===== src/rtl/bl_pkg.sv =====
package bl_pkg;

  localparam logic [6:0] OP_JUMP = 7'b1101100;
  localparam logic [6:0] OP_CALL = 7'b1101101;
  localparam logic [6:0] OP_RET  = 7'b1101110;
  localparam logic [6:0] OP_SWAP = 7'b1011111;
  localparam logic [6:0] OP_LINK = 7'b1111111;
  localparam logic [4:0] LINK_SEL = 5'b01000;
  localparam logic [8:0] LINK_REG = 9'h1EF;

  typedef enum logic [2:0] {
    K_NONE, K_JUMP, K_CALL, K_RET, K_SWAP, K_LINK
  } kind_t;

  typedef struct packed {
    kind_t      kind;
    logic       wz;
    logic       wc;
    logic       imm;
    logic [3:0] cond;
    logic [8:0] dfield;
    logic [8:0] sfield;
  } dec_t;

  function automatic dec_t decode(input logic [31:0] w);
    dec_t d;
    d.wz     = w[24];
    d.wc     = w[23];
    d.imm    = w[22];
    d.cond   = w[21:18];
    d.dfield = w[17:9];
    d.sfield = w[8:0];
    case (w[31:25])
      OP_JUMP: d.kind = K_JUMP;
      OP_CALL: d.kind = K_CALL;
      OP_RET:  d.kind = K_RET;
      OP_SWAP: d.kind = K_SWAP;
      OP_LINK: d.kind = (w[4:0] == LINK_SEL) ? K_LINK : K_NONE;
      default: d.kind = K_NONE;
    endcase
    return d;
  endfunction

endpackage


===== src/rtl/bl_cond.sv =====
module bl_cond (
  input  logic [3:0] cond,
  input  logic       z,
  input  logic       c,
  output logic       ok
);
  always_comb ok = cond[{c, z}];
endmodule


===== src/rtl/bl_retstack.sv =====
module bl_retstack #(
  parameter int DEPTH  = 4,
  parameter int WORD_W = 19,
  localparam int CNT_W = $clog2(DEPTH + 1)
) (
  input  logic              clk,
  input  logic              rst,
  input  logic              push,
  input  logic              pop,
  input  logic [WORD_W-1:0] push_word,
  output logic [WORD_W-1:0] top_word,
  output logic [CNT_W-1:0]  depth,
  output logic              err
);
  logic [WORD_W-1:0] slot     [DEPTH];
  logic [WORD_W-1:0] down_src [DEPTH];
  logic [WORD_W-1:0] up_src   [DEPTH];
  logic [CNT_W-1:0]  cnt_q;
  logic              err_q;

  for (genvar i = 0; i < DEPTH; i++) begin : g_slot
    if (i == 0) begin : g_first
      assign down_src[i] = push_word;
    end else begin : g_rest
      assign down_src[i] = slot[i-1];
    end
    if (i == DEPTH - 1) begin : g_last
      assign up_src[i] = slot[i];
    end else begin : g_mid
      assign up_src[i] = slot[i+1];
    end
    always_ff @(posedge clk) begin
      if (rst)       slot[i] <= '0;
      else if (push) slot[i] <= down_src[i];
      else if (pop)  slot[i] <= up_src[i];
    end
  end

  always_ff @(posedge clk) begin
    if (rst) begin
      cnt_q <= '0;
      err_q <= 1'b0;
    end else if (push) begin
      if (cnt_q == CNT_W'(DEPTH)) err_q <= 1'b1;
      else                        cnt_q <= cnt_q + 1'b1;
    end else if (pop) begin
      if (cnt_q == '0) err_q <= 1'b1;
      else             cnt_q <= cnt_q - 1'b1;
    end
  end

  assign top_word = slot[0];
  assign depth    = cnt_q;
  assign err      = err_q;
endmodule


===== src/rtl/bl_target.sv =====
module bl_target
  import bl_pkg::*;
#(
  parameter int PC_W   = 17,
  parameter int DATA_W = 32,
  localparam int WORD_W = PC_W + 2
) (
  input  kind_t             kind,
  input  logic              wz,
  input  logic              wc,
  input  logic              imm,
  input  logic [8:0]        dfield,
  input  logic [8:0]        sfield,
  input  logic [PC_W-1:0]   lit,
  input  logic              cond_ok,
  input  logic [PC_W-1:0]   pc,
  input  logic              z,
  input  logic              c,
  input  logic [DATA_W-1:0] d_val,
  input  logic [DATA_W-1:0] s_val,
  input  logic [WORD_W-1:0] top_word,
  output logic [PC_W-1:0]   next_pc,
  output logic              wb_en,
  output logic [8:0]        wb_addr,
  output logic [DATA_W-1:0] wb_data,
  output logic              push,
  output logic              pop,
  output logic              ld_z,
  output logic              ld_c,
  output logic              new_z,
  output logic              new_c
);
  logic [PC_W-1:0]   pc_inc;
  logic [PC_W-1:0]   hop;
  logic [DATA_W-1:0] link_word;
  logic              unused_hi;

  assign unused_hi = ^{d_val[DATA_W-1:WORD_W], s_val[DATA_W-1:WORD_W]};

  always_comb begin
    pc_inc    = pc + 1'b1;
    hop       = imm ? PC_W'(pc_inc + lit) : lit;
    link_word = '0;
    link_word[PC_W-1:0] = pc_inc;
    link_word[PC_W+1]   = z & wz;
    link_word[PC_W]     = c & wc;

    next_pc = pc_inc;
    wb_en   = 1'b0;
    wb_addr = dfield;
    wb_data = link_word;
    push    = 1'b0;
    pop     = 1'b0;
    ld_z    = 1'b0;
    ld_c    = 1'b0;
    new_z   = z;
    new_c   = c;

    if (cond_ok) begin
      case (kind)
        K_JUMP: next_pc = hop;
        K_CALL: begin
          next_pc = hop;
          push    = 1'b1;
        end
        K_RET: begin
          next_pc = top_word[PC_W-1:0];
          pop     = 1'b1;
          ld_z    = wz;
          ld_c    = wc;
          new_z   = top_word[PC_W+1];
          new_c   = top_word[PC_W];
        end
        K_SWAP: begin
          wb_en = 1'b1;
          if (imm) begin
            next_pc = {{(PC_W-9){1'b0}}, sfield};
          end else begin
            next_pc = s_val[PC_W-1:0];
            ld_z    = wz;
            ld_c    = wc;
            new_z   = s_val[PC_W+1];
            new_c   = s_val[PC_W];
          end
        end
        K_LINK: begin
          wb_en   = 1'b1;
          wb_addr = LINK_REG;
          next_pc = d_val[PC_W-1:0];
          ld_z    = wz;
          ld_c    = wc;
          new_z   = d_val[PC_W+1];
          new_c   = d_val[PC_W];
        end
        default: ;
      endcase
    end
  end
endmodule


===== src/rtl/bl_ctrl.sv =====
module bl_ctrl
  import bl_pkg::*;
#(
  parameter int PC_W        = 17,
  parameter int DATA_W      = 32,
  parameter int STACK_DEPTH = 4
) (
  input  logic              clk,
  input  logic              rst,
  input  logic [31:0]       instr,
  input  logic [DATA_W-1:0] d_val,
  input  logic [DATA_W-1:0] s_val,
  output logic [PC_W-1:0]   pc,
  output logic              flag_z,
  output logic              flag_c,
  output logic              wb_en,
  output logic [8:0]        wb_addr,
  output logic [DATA_W-1:0] wb_data,
  output logic              stk_err
);
  localparam int WORD_W = PC_W + 2;
  localparam int CNT_W  = $clog2(STACK_DEPTH + 1);

  dec_t              dec;
  logic              cond_ok;
  logic [PC_W-1:0]   next_pc;
  logic              wb_raw, push_raw, pop_raw;
  logic              stk_push, stk_pop;
  logic              ld_z, ld_c, new_z, new_c;
  logic [WORD_W-1:0] top_word;
  logic [CNT_W-1:0]  stk_depth;
  logic [PC_W-1:0]   pc_q;
  logic              z_q, c_q;

  assign dec = decode(instr);

  bl_cond cond_i (
    .cond (dec.cond),
    .z    (z_q),
    .c    (c_q),
    .ok   (cond_ok)
  );

  bl_target #(.PC_W(PC_W), .DATA_W(DATA_W)) target_i (
    .kind     (dec.kind),
    .wz       (dec.wz),
    .wc       (dec.wc),
    .imm      (dec.imm),
    .dfield   (dec.dfield),
    .sfield   (dec.sfield),
    .lit      (instr[PC_W-1:0]),
    .cond_ok  (cond_ok),
    .pc       (pc_q),
    .z        (z_q),
    .c        (c_q),
    .d_val    (d_val),
    .s_val    (s_val),
    .top_word (top_word),
    .next_pc  (next_pc),
    .wb_en    (wb_raw),
    .wb_addr  (wb_addr),
    .wb_data  (wb_data),
    .push     (push_raw),
    .pop      (pop_raw),
    .ld_z     (ld_z),
    .ld_c     (ld_c),
    .new_z    (new_z),
    .new_c    (new_c)
  );

  assign stk_push = push_raw & ~rst;
  assign stk_pop  = pop_raw & ~rst;
  assign wb_en    = wb_raw & ~rst;

  bl_retstack #(.DEPTH(STACK_DEPTH), .WORD_W(WORD_W)) stack_i (
    .clk       (clk),
    .rst       (rst),
    .push      (stk_push),
    .pop       (stk_pop),
    .push_word (wb_data[WORD_W-1:0]),
    .top_word  (top_word),
    .depth     (stk_depth),
    .err       (stk_err)
  );

  always_ff @(posedge clk) begin
    if (rst) begin
      pc_q <= '0;
      z_q  <= 1'b0;
      c_q  <= 1'b0;
    end else begin
      pc_q <= next_pc;
      if (ld_z) z_q <= new_z;
      if (ld_c) c_q <= new_c;
    end
  end

  assign pc     = pc_q;
  assign flag_z = z_q;
  assign flag_c = c_q;
endmodule


===== config.mk =====
export PLATFORM = sky130hd
export DESIGN_NAME = bl_ctrl
export DESIGN_NICKNAME = d
export VERILOG_FILES = /design/src/rtl/bl_pkg.sv /design/src/rtl/bl_cond.sv /design/src/rtl/bl_retstack.sv /design/src/rtl/bl_target.sv /design/src/rtl/bl_ctrl.sv
export SDC_FILE = /design/constraint.sdc
export NUM_CORES = 1
export LEC_CHECK = 0
export BUFFER_PORTS_ARGS = -buffer_cell sky130_fd_sc_hd__buf_2
export CAP_MARGIN = 5
export CORE_MARGIN = 2
export CORE_UTILIZATION = 44
export CTS_CLUSTER_DIAMETER = 30
export DETAILED_ROUTE_END_ITERATION = 6
export PLACE_DENSITY = 0.71
export REMOVE_ABC_BUFFERS = 1
export SLEW_MARGIN = 10
export SYNTH_ARGS = -nofsm -noshare
export SYNTH_HDL_FRONTEND = slang
export SYNTH_SLANG_ARGS = --single-unit

===== constraint.sdc =====
create_clock -name clk -period 3.01 [get_ports clk]
set_input_delay 0.4515 -clock clk [delete_from_list [all_inputs] [get_ports clk]]
set_output_delay 0.4515 -clock clk [all_outputs]
set_load 0.005 [all_outputs]

* Yosys cells after proc, flatten, opt, wreduce, memory -nomap -nowiden *
Memory sizes are Yosys's and may differ from the RTL's.
Cells that the tools add are included.

word-level totals
  flip-flop bits (word level) = 23
  bits in latches = 0
  bits in writable memories = 76
  bits in read-only memories = 0
  output and inout bits = 62
  logic and storage cells = 103
  memories = 1

memory list
  memory        words  width  rd ports  clocked after Yosys merged registers in  write ports  line               source
  stack_i.slot  4      19     4         0                                        4            bl_retstack.sv:15  logic [WORD_W-1:0] slot [DEPTH];

operators by class
  add/sub/neg operators = 4
  $mul = 0
  div/mod/pow operators = 0
  magnitude comparators = 1
  eq/ne operators = 16
  shifts and indexed selects = 0
  muxes and demuxes = 51
  bitwise operators = 14
  reductions and logical operators = 11

operator list
  cell                                           number
  2-to-1 mux 19 bit                              8
  one-hot mux 17 bit (4 select lines)            1
  2-to-1 mux 17 bit                              3
  == test 7 bit, second input constant           5
  2-to-1 mux 1 bit                               26
  2-to-1 mux 9 bit                               2
  adder 17 x 1 -> 17 bit, second input constant  1
  adder 17 bit                                   1
  2-to-1 mux 3 bit                               5
  one-hot mux 3 bit (5 select lines)             1
  == test 3 bit, second input constant           3
  OR 1 bit                                       8
  AND reduction 4 bit                            2
  == test 3 x 2 -> 1 bit, second input constant  2
  inequality test 2 bit, second input constant   3
  one-hot mux 1 bit (3 select lines)             2
  AND reduction 3 bit                            2
  OR reduction 2 bit                             3
  AND 1 bit                                      5
  == test 5 x 4 -> 1 bit, second input constant  1
  one-hot mux 1 bit (2 select lines)             2
  nonzero test 2 bit                             2
  adder 3 x 1 -> 3 bit, second input constant    1
  == test 3 x 1 -> 1 bit, second input constant  1
  other kinds (7)                                7

* Logic depth before layout (Yosys ltp) *
Gate-level depths: netlist of run 1.

  word-level depth = 12
  depth in mapped cells = 15
  gate-level depth less buffers = 13

* Hierarchy *
From an unflattened synthesis of run 1, not the netlist that was laid out.

second synthesis, totals
  cells, all modules = 632
  area total of the unflattened synthesis = 6,317.3 µm²

modules (own cells, without submodules)
  module       times used  cells an instance  area an instance (µm²)
  bl_retstack  1           241                3,483.3
  bl_target    1           335                2,197.1
  bl_ctrl      1           55                 614.3
  bl_cond      1           1                  22.5

* Worst setup path before layout of run 1 *
Ideal clock, no wire load.

  kind = flip-flop to flip-flop
  from = register pc_q[0], in the netlist pc[0]
  to = register pc_q[12], in the netlist pc[12]
  arrival = 2,945 ps
  data required time = 2,919 ps
  setup slack = -26 ps
  stages on the path, launching flop included = 13
  period minus slack after synthesis = 3,036 ps
  path through = dfxtp_1 > ha_1 > nand4_1 > or2_1 > buf_2 > xnor2_1 > ha_1 > a21oi_1 > o21ai_0 > a221oi_2 > xnor2_1 > nand2_1 > a311oi_1

RTL lines
  what                      line           source
  start: declaration        bl_ctrl.sv:32  logic [PC_W-1:0] pc_q;
  start signal: assignment  bl_ctrl.sv:92  pc_q <= next_pc;

* Final worst setup path of run 1 *
  from = register pc_q[0], in the netlist pc[0]
  to = register pc_q[14], in the netlist pc[14]

on the way
  word-level cells in the longest chain between the ends = 5

ends and longest elaborated chain
  what                                 line             source
  adder 17 x 1 -> 17 bit (*)           bl_target.sv:41  pc_inc = pc + 1'b1;
  adder 17 bit                         bl_target.sv:42  hop = imm ? PC_W'(pc_inc + lit) : lit;
  2-to-1 mux 17 bit                    bl_target.sv:42
  one-hot mux 17 bit (4 select lines)  bl_target.sv:60  case (kind)
  2-to-1 mux 17 bit (*)                bl_target.sv:59  if (cond_ok) begin

Mark *: on every way between the ends. The rest lies on a longest branch, timed or not.
A chain may end at the register's enable or synchronous reset.

==> results of run 1 <==
-- cell usage after synthesis (3+ instances only) --
cell type,instances
dfxtp_1,23
nand2b_1,13
o21ai_1,4
inv_1,18
or3_1,3
buf_4,36
a222oi_1,3
a311oi_1,7
o22ai_1,3
clkbuf_1,18
nor2_1,71
a211oi_1,13
buf_2,18
o21ai_0,18
a22oi_1,15
nand4_1,7
mux2i_1,8
o21bai_1,5
nand3_1,14
or2_1,3
a21o_1,4
ha_1,17
nor2b_1,3
nand2_1,114
a21oi_1,60
and2_1,5
edfxtp_1,76
a221oi_1,10
and3_1,21
xor2_1,11
xnor2_1,18
a31oi_1,3
nor3_1,28
-- logic make-up after synthesis --
| group | count (synthesis) |
|---|---|
| compound gates | 170 |
| flops | 99 |
| simple gates | 298 |
| buf+inv | 94 |
| xor+xnor | 29 |
| fa+ha+maj | 19 |
| other cells | 1 |
| mux | 11 |
-- metal layers --
metal  track usage (%)  vias up  routed length (microns)
met2              40.9      328                     9460
met1              33.3     2851                     8400
met4              6.99        0                      468
met3              6.03       38                     1820
met5                 0        -                        0
li1                  -     2831                        -
-- repair_timing --
action                                  CTS  global route
gates resized for setup                   2            16
pin swaps                                 0            11
buffers inserted                          0             6
endpoints found under the setup margin    1             7
-- tightest hold or removal path: stages --
cell and delay [ns]:
buf_2 0.13, nand2_1 0.05, a311oi_1 0.07
-- sequential cells by signal, indices dropped and copies added, names as in the netlist --
| name | flops |
|---|---|
| stack_i.depth | 3 |
| stack_i.slot | 76 |
| flag_z | 1 |
| flag_c | 1 |
| stack_i.err | 1 |
| pc | 17 |
-- placed cells by master, fill, tap and decap left out, types with 18 or more instances in the layout --
cell type,instances
edfxtp_1,76
buf_4,57
and3_1,21
buf_2,120
a21oi_1,59
xnor2_1,18
dfxtp_1,21
nor3_1,25
inv_1,18
nor2_1,70
nand2_1,114
-- power breakdown --
part           internal, W  leakage [nW]  switching, W  total, W
clock             0.000633         0.132      0.000512   0.00114
sequential         0.00151         0.972     0.0000254   0.00154
combinational     0.000177          2.12      0.000248  0.000424
-- per-stage QoR --
step	setup WS (ns)	instance area, sq um	power (W)	hold slack [ns]
2_1_floorplan	-0.387	6050	0.00176	0.465
3_3_place_gp	0.0188	7380	0.00196	0.492
3_5_place_dp	-0.0386	7380	0.00197	0.487
4_1_cts	0.00533	7670	0.00310	0.392
5_1_grt	-0.215	7760	0.00320	0.404
6_report	-0.0234	7760	0.00311	0.397
-- worst min path at each step --
stage,cells past startpoint,endpoint
2_1_floorplan,2,stack_i.err
3_3_place_gp,2,flag_c
3_5_place_dp,2,flag_c
4_1_cts,3,pc[2]
5_1_grt,3,pc[2]
6_report,3,pc[2]
-- layout make-up --
| cell class | count | area share [%] |
|---|---|---|
| timing repair buffer | 181 | 14.3 |
| sequential | 99 | 35.4 |
| multi-input combinational | 540 | 42.9 |
| inverter | 18 | 0.871 |
| clock buffer | 9 | 2.90 |
| tap | 184 | 2.97 |
| clock inverter | 6 | 0.742 |
==> run metrics, run 1 <==
status complete, but fails checks; failing checks negative setup slack; Slowest-stage cell, CP ha_1; cts hold-fix bufs 0; dpl hpwl 14,600 microns; Sink Count 99; Die H 125 microns; Setup CP Type reg2reg; worst r2r path cells 13; Initial Util 44.8%; Final TNS setup -0.0234 ns; Bufs on Longest Clock Path 2; buffers and inverters on the worst path 1; Syn-to-layout area delta 20.0%; port bufs 120; area of the mapped netlist 6460 sq um; minimum clock period 3.03 ns; LEAKAGE 3.22 nW; drt wl/cell 19.4 microns; flip-flop and latch area 2750 sq um; Simple-Gate Fraction of Synth Area 21.9%; Slew headroom 18.0%; Crit Path Max Fanout 7; worst r2r src pc[0]; Worst Path Arrival 3.29 ns; Hold Startpoint instr[2]; DP Cell Count 1,018; crit path from pc[0]; YS warnings 0; Synth Area in Compound Gates 17.7%; Main synth FF type edfxtp_1; Post-synth EDFFs 76; vias in the first global route 5,640; drt total wl 20,100 microns; maximum VDD drop 0.325 mV; Adder-Cell Fraction of Synth Area 3.91%; die area 15,700 sq um; unrepaired setup endpoints after global routing true; DR iter-0 viols 718; CP delay by family, top compound AO/OA/AOI/OAI gates; CP endpoint pc[14]; cell repeated most along the worst path nand4_1; grt ovf 0; GPL Wtd Cong 0.973; xor/xnor share of the synthesized area 3.93%; MaxCap Viol Count 0; antenna-violating nets left 0; number of diodes 0; Synth cell types 72; multiplexer share of the synthesized area 1.94%; fin. max-slew vios 0; Post-Layout Cell Count 1,037; worst hold path type in2reg; root buffer cell clkbuf_16; cts bufs inserted 9; crit-path cells ha_2 -> nand4_1 -> or2_4 -> nor2_2 -> xor2_1 -> ha_1 -> nand4_1 -> a211oi_2 -> a221oi_2 -> buf_4 -> a2111oi_4 -> nor3_1 -> a221oi_1; Hold Violations, Final 0; Core Area 14,400 sq um; Fill cells 1,346; post-DR vias/cell 5.83; flop2flop setup slack -0.02 ns; crit share post-route 101%; largest cells by area after synthesis edfxtp_1 35%, dfxtp_1 7.1%, nand2_1 6.6%; Avg Inst Size Synth 8.97 sq um; slowest stage delay, CP 0.40 ns; pin count of the biggest net entering global routing 59; row count 44; sequential area share after synthesis 42.4%; # H-tree levels 3; # nets final 966; Synth async-reset ratio 0%; Seq cells post-synth 99; area leader, netlist edfxtp_1; global-route wire length before repair 30,800 microns; TritonRoute pass-1 iters 5; CTS tree yes; DRC errors left 0; Worst Max-Slew Pin Slew 1.22 ns; GRT Total Usage 25.0%; fin worst setup slack -0.0234 ns; post-synth top area share 35.3%; reg-to-reg endpoint pc[14]; pwr dens 400 nW/um^2; Ports 160; later-pin clock latency in the skew report 0.35 ns; Setup crit end kind register; Crit. path cell count 13; Setup violations, final 1; via count 6,048; main combinational cell family by area after synthesis simple AND/OR/NAND/NOR gates; Worst Skew 0.00495 ns; gate count after technology mapping 721; initial antenna violation count 0; width of the die 125 microns; share of cells above drive strength 1 26.5%; CP startpoint kind register; Peak Freq 330 MHz; Multi-input gate area 3330 sq um; CTS clk-pin slew, worst paths 0.07 ns; fin util 53.8%; CP required 3.27 ns
(Power assumes the default switching activity.)
==> run 2, diff against run 1 <==
SKIP_LAST_GASP = 1   (was not set)
SYNTH_HIERARCHICAL = 1   (was not set)
==> run 2 against run 1 <==
  * The run now ends clean
  * Power shrank 0.51%
  * Critical path depth grew 2
  * Count of clock-buffer cells in the layout is the same
  * Combinational power shrank 4%
  * Register-to-register slack gained 0.12 ns
  * Non-clock buffer count grew 18
  * Sequential cell count is the same
  * Critical endpoint is now pc[16]
  * Largest cell class unchanged
==> run metrics, run 2 <==
status finished, final reports clean; Post-Place Setup Slack -0.0171 ns; Cell Int Power 0.00227 W; minimum clock period 2.91 ns; Simple-Gate Fraction of Synth Area 17.8%; CP delay by family, top simple AND/OR/NAND/NOR gates; buffers and inverters on the worst path 3; pwr dens 390 nW/um^2; Setup CP Type reg2reg; count leader, synth edfxtp_1; Post-synth EDFFs 76; Synth async-reset ratio 0%; met2 Usage GRT 41.0%; share of cells above drive strength 1 33.0%; Syn-to-layout area delta 25.4%; commonest non-fill, non-tap cell in the layout buf_2; CP required 3.25 ns; TritonRoute pass-1 iters 6; gate count after technology mapping 632; Peak Freq 344 MHz; M1 GR Usage 31.3%; global-route wire length before repair 28,100 microns; Avg Inst Size Synth 10.0 sq um; CTS clk-pin slew, worst paths 0.07 ns; Main synth FF type edfxtp_1; maximum VDD drop 0.234 mV; Setup violations, final 0; die area 15,300 sq um; Seq cells post-synth 99; Hold Violations, Final 0; pin count of the biggest net entering global routing 33; met3 usage 3.85%; CP startpoint kind register; slowest stage delay, CP 0.34 ns; Top Usage Layer GRT met2; largest cells by area after synthesis edfxtp_1 36%, dfxtp_1 7.3%, a22o_1 5.7%; Worst Path Arrival 3.15 ns; dpl hpwl 13,800 microns; LEAKAGE 3.40 nW; crit-path cells buf_6 -> nand3_4 -> nor4_2 -> buf_4 -> nand3_2 -> xnor2_2 -> ha_1 -> buf_6 -> nand4_1 -> nand3b_1 -> mux2i_1 -> a221o_1 -> nor4_4 -> nor3_2 -> nor2b_1; Multi-input gate area 3310 sq um; Crit Path Max Fanout 4; row count 43; Initial Util 45.3%; drt wl/cell 19.4 microns; root buffer cell clkbuf_16; antenna-violating nets left 0; Slew headroom 38.4%; Worst Skew 0.00869 ns; # H-tree levels 3; via count 5,806; area of the mapped netlist 6320 sq um; Bufs on Longest Clock Path 2; GRT Total Usage 24.2%; MaxCap Viol Count 0; DR iter-0 viols 540; Setup crit end kind register; Fill cells 1,194; most frequent cells in the layout 120 x buf_2, 76 x edfxtp_1, 68 x buf_4; cts bufs inserted 9; YS warnings 6; cts hold-fix bufs 0; Synth Area in Compound Gates 21.0%; Ports 160; fin util 56.9%; drt total wl 18,800 microns; Core Area 13,900 sq um; flip-flop and latch area 2750 sq um; CTS tree yes; vias in the first global route 5,502; Reg with most FFs stack_i/slot; initial antenna violation count 0; post-DR vias/cell 5.99; area leader, netlist edfxtp_1; Die H 124 microns; later-pin clock latency in the skew report 0.36 ns; DRC errors left 0; Sw Ratio 26.4%; number of diodes 0; unrepaired setup endpoints after global routing true; top cells by count, synth 76 x edfxtp_1, 52 x nor2_1, 41 x a22o_1; Switch Pwr 0.000815 W; port bufs 120; clock power share 37.1%; Synth cell types 63; main combinational cell family by area after synthesis compound AO/OA/AOI/OAI gates; Adder-Cell Fraction of Synth Area 4.00%; grt ovf 0; Sink Count 99; max FFs per register 76; cell repeated most along the worst path buf_6; Worst Max-Slew Pin Slew 0.923 ns; Seq pwr share 49.7%; sequential area share after synthesis 43.4%; fin worst setup slack 0.100 ns; Slowest-stage cell, CP dfxtp_2; # nets final 902; GPL Wtd Cong 0.937; fin. max-slew vios 0; multiplexer share of the synthesized area 2.06%; post-synth top area share 36.1%; width of the die 124 microns; crit share post-route 96.7%; worst hold path type reg2reg; Gate power share 13.1%; xor/xnor share of the synthesized area 3.88%
-- run 2: cell types whose count changed in the layout (fill, tap and decap cells not counted), sizes merged, moves of 11 or more --
| cell | change |
|---|---|
| a211oi | -11 |
| a21oi | -40 |
| a22o | +39 |
| buf | +18 |
| nand2 | -78 |
| nor2 | -20 |
| nor2b | +26 |
| nor3 | -27 |
-- run 2: routing by layer --
layer  share of wire [%]  routed length, microns  vias up
li1                    -                       -     2648
met1                  41                    7720     2853
met2                  49                    9140      271
met3                 7.8                    1480       34
met4                 2.5                     464        0
met5                   0                       0        -
-- run 2: path summary, 6_finish.rpt --
path	start	end	slack, ns	cells past startpoint
setup / recovery	pc[3]	pc[16]	0.10	15
hold / removal	stack_i/err	stack_i/err	0.45	2
hold reg to reg	stack_i/err	stack_i/err	0.45	2
setup reg to reg	pc[3]	pc[16]	0.10	15
-- run 2: final cells by class --
type	instances	share of cell area, %
flip-flops and latches	99	34.8
multi-input cells	462	41.7
clock buffers	9	2.84
clock inverters	7	0.900
repair buffers	199	16.2
well taps	180	2.84
inverters	14	0.663
-- run 2: kinds of logic after synthesis --
group,after synthesis
AOI/OAI and AO/OA,178
xor gates and xnor gates,28
adders and majority gates,19
buffers and inverters,83
DFF,99
muxes,11
other,1
and+or+nand+nor,213
-- run 2: timing repair --
item | 4_1_cts | 5_1_grt
resized for setup | 1 | 43
setup buffers | 0 | 9
setup endpoints to repair | 1 | 6
pin swaps | 0 | 21
gates cloned | 0 | 0
-- run 2: power groups by stage --
stage	Combinational (W)	Sequential (W)	Clock [W]
2_1_floorplan	0.000174	0.00156	0
3_3_place_gp	0.000365	0.00156	0
3_5_place_dp	0.000375	0.00157	0
4_1_cts	0.000377	0.00153	0.00117
5_1_grt	0.000438	0.00154	0.00121
6_report	0.000405	0.00154	0.00115
-- run 2: worst register-to-register path: cells and delay by family (launching register included) --
kind,cells,cell delay [ns]
multiplexers,1,0.06
flip-flops,1,0.34
adder cells (fa/ha/maj),1,0.34
AO/OA/AOI/OAI,1,0.32
AND/OR/NAND/NOR,8,1.15
XOR/XNOR,1,0.17
buffers and inverters,3,0.41
-- run 2: through the flow --
step	total power [W]	area, sq um	hold slack (ns)	instances	TNS (ns)
final	0.00309	7920	0.453	970	0
after floorplan	0.00174	5920	0.436	575	-187.59
after detailed placement	0.00194	7370	0.440	945	-0.0211
after CTS	0.00308	7670	0.456	961	0
after global routing	0.00319	7920	0.493	970	-0.120
after global placement	0.00193	7370	0.438	945	0
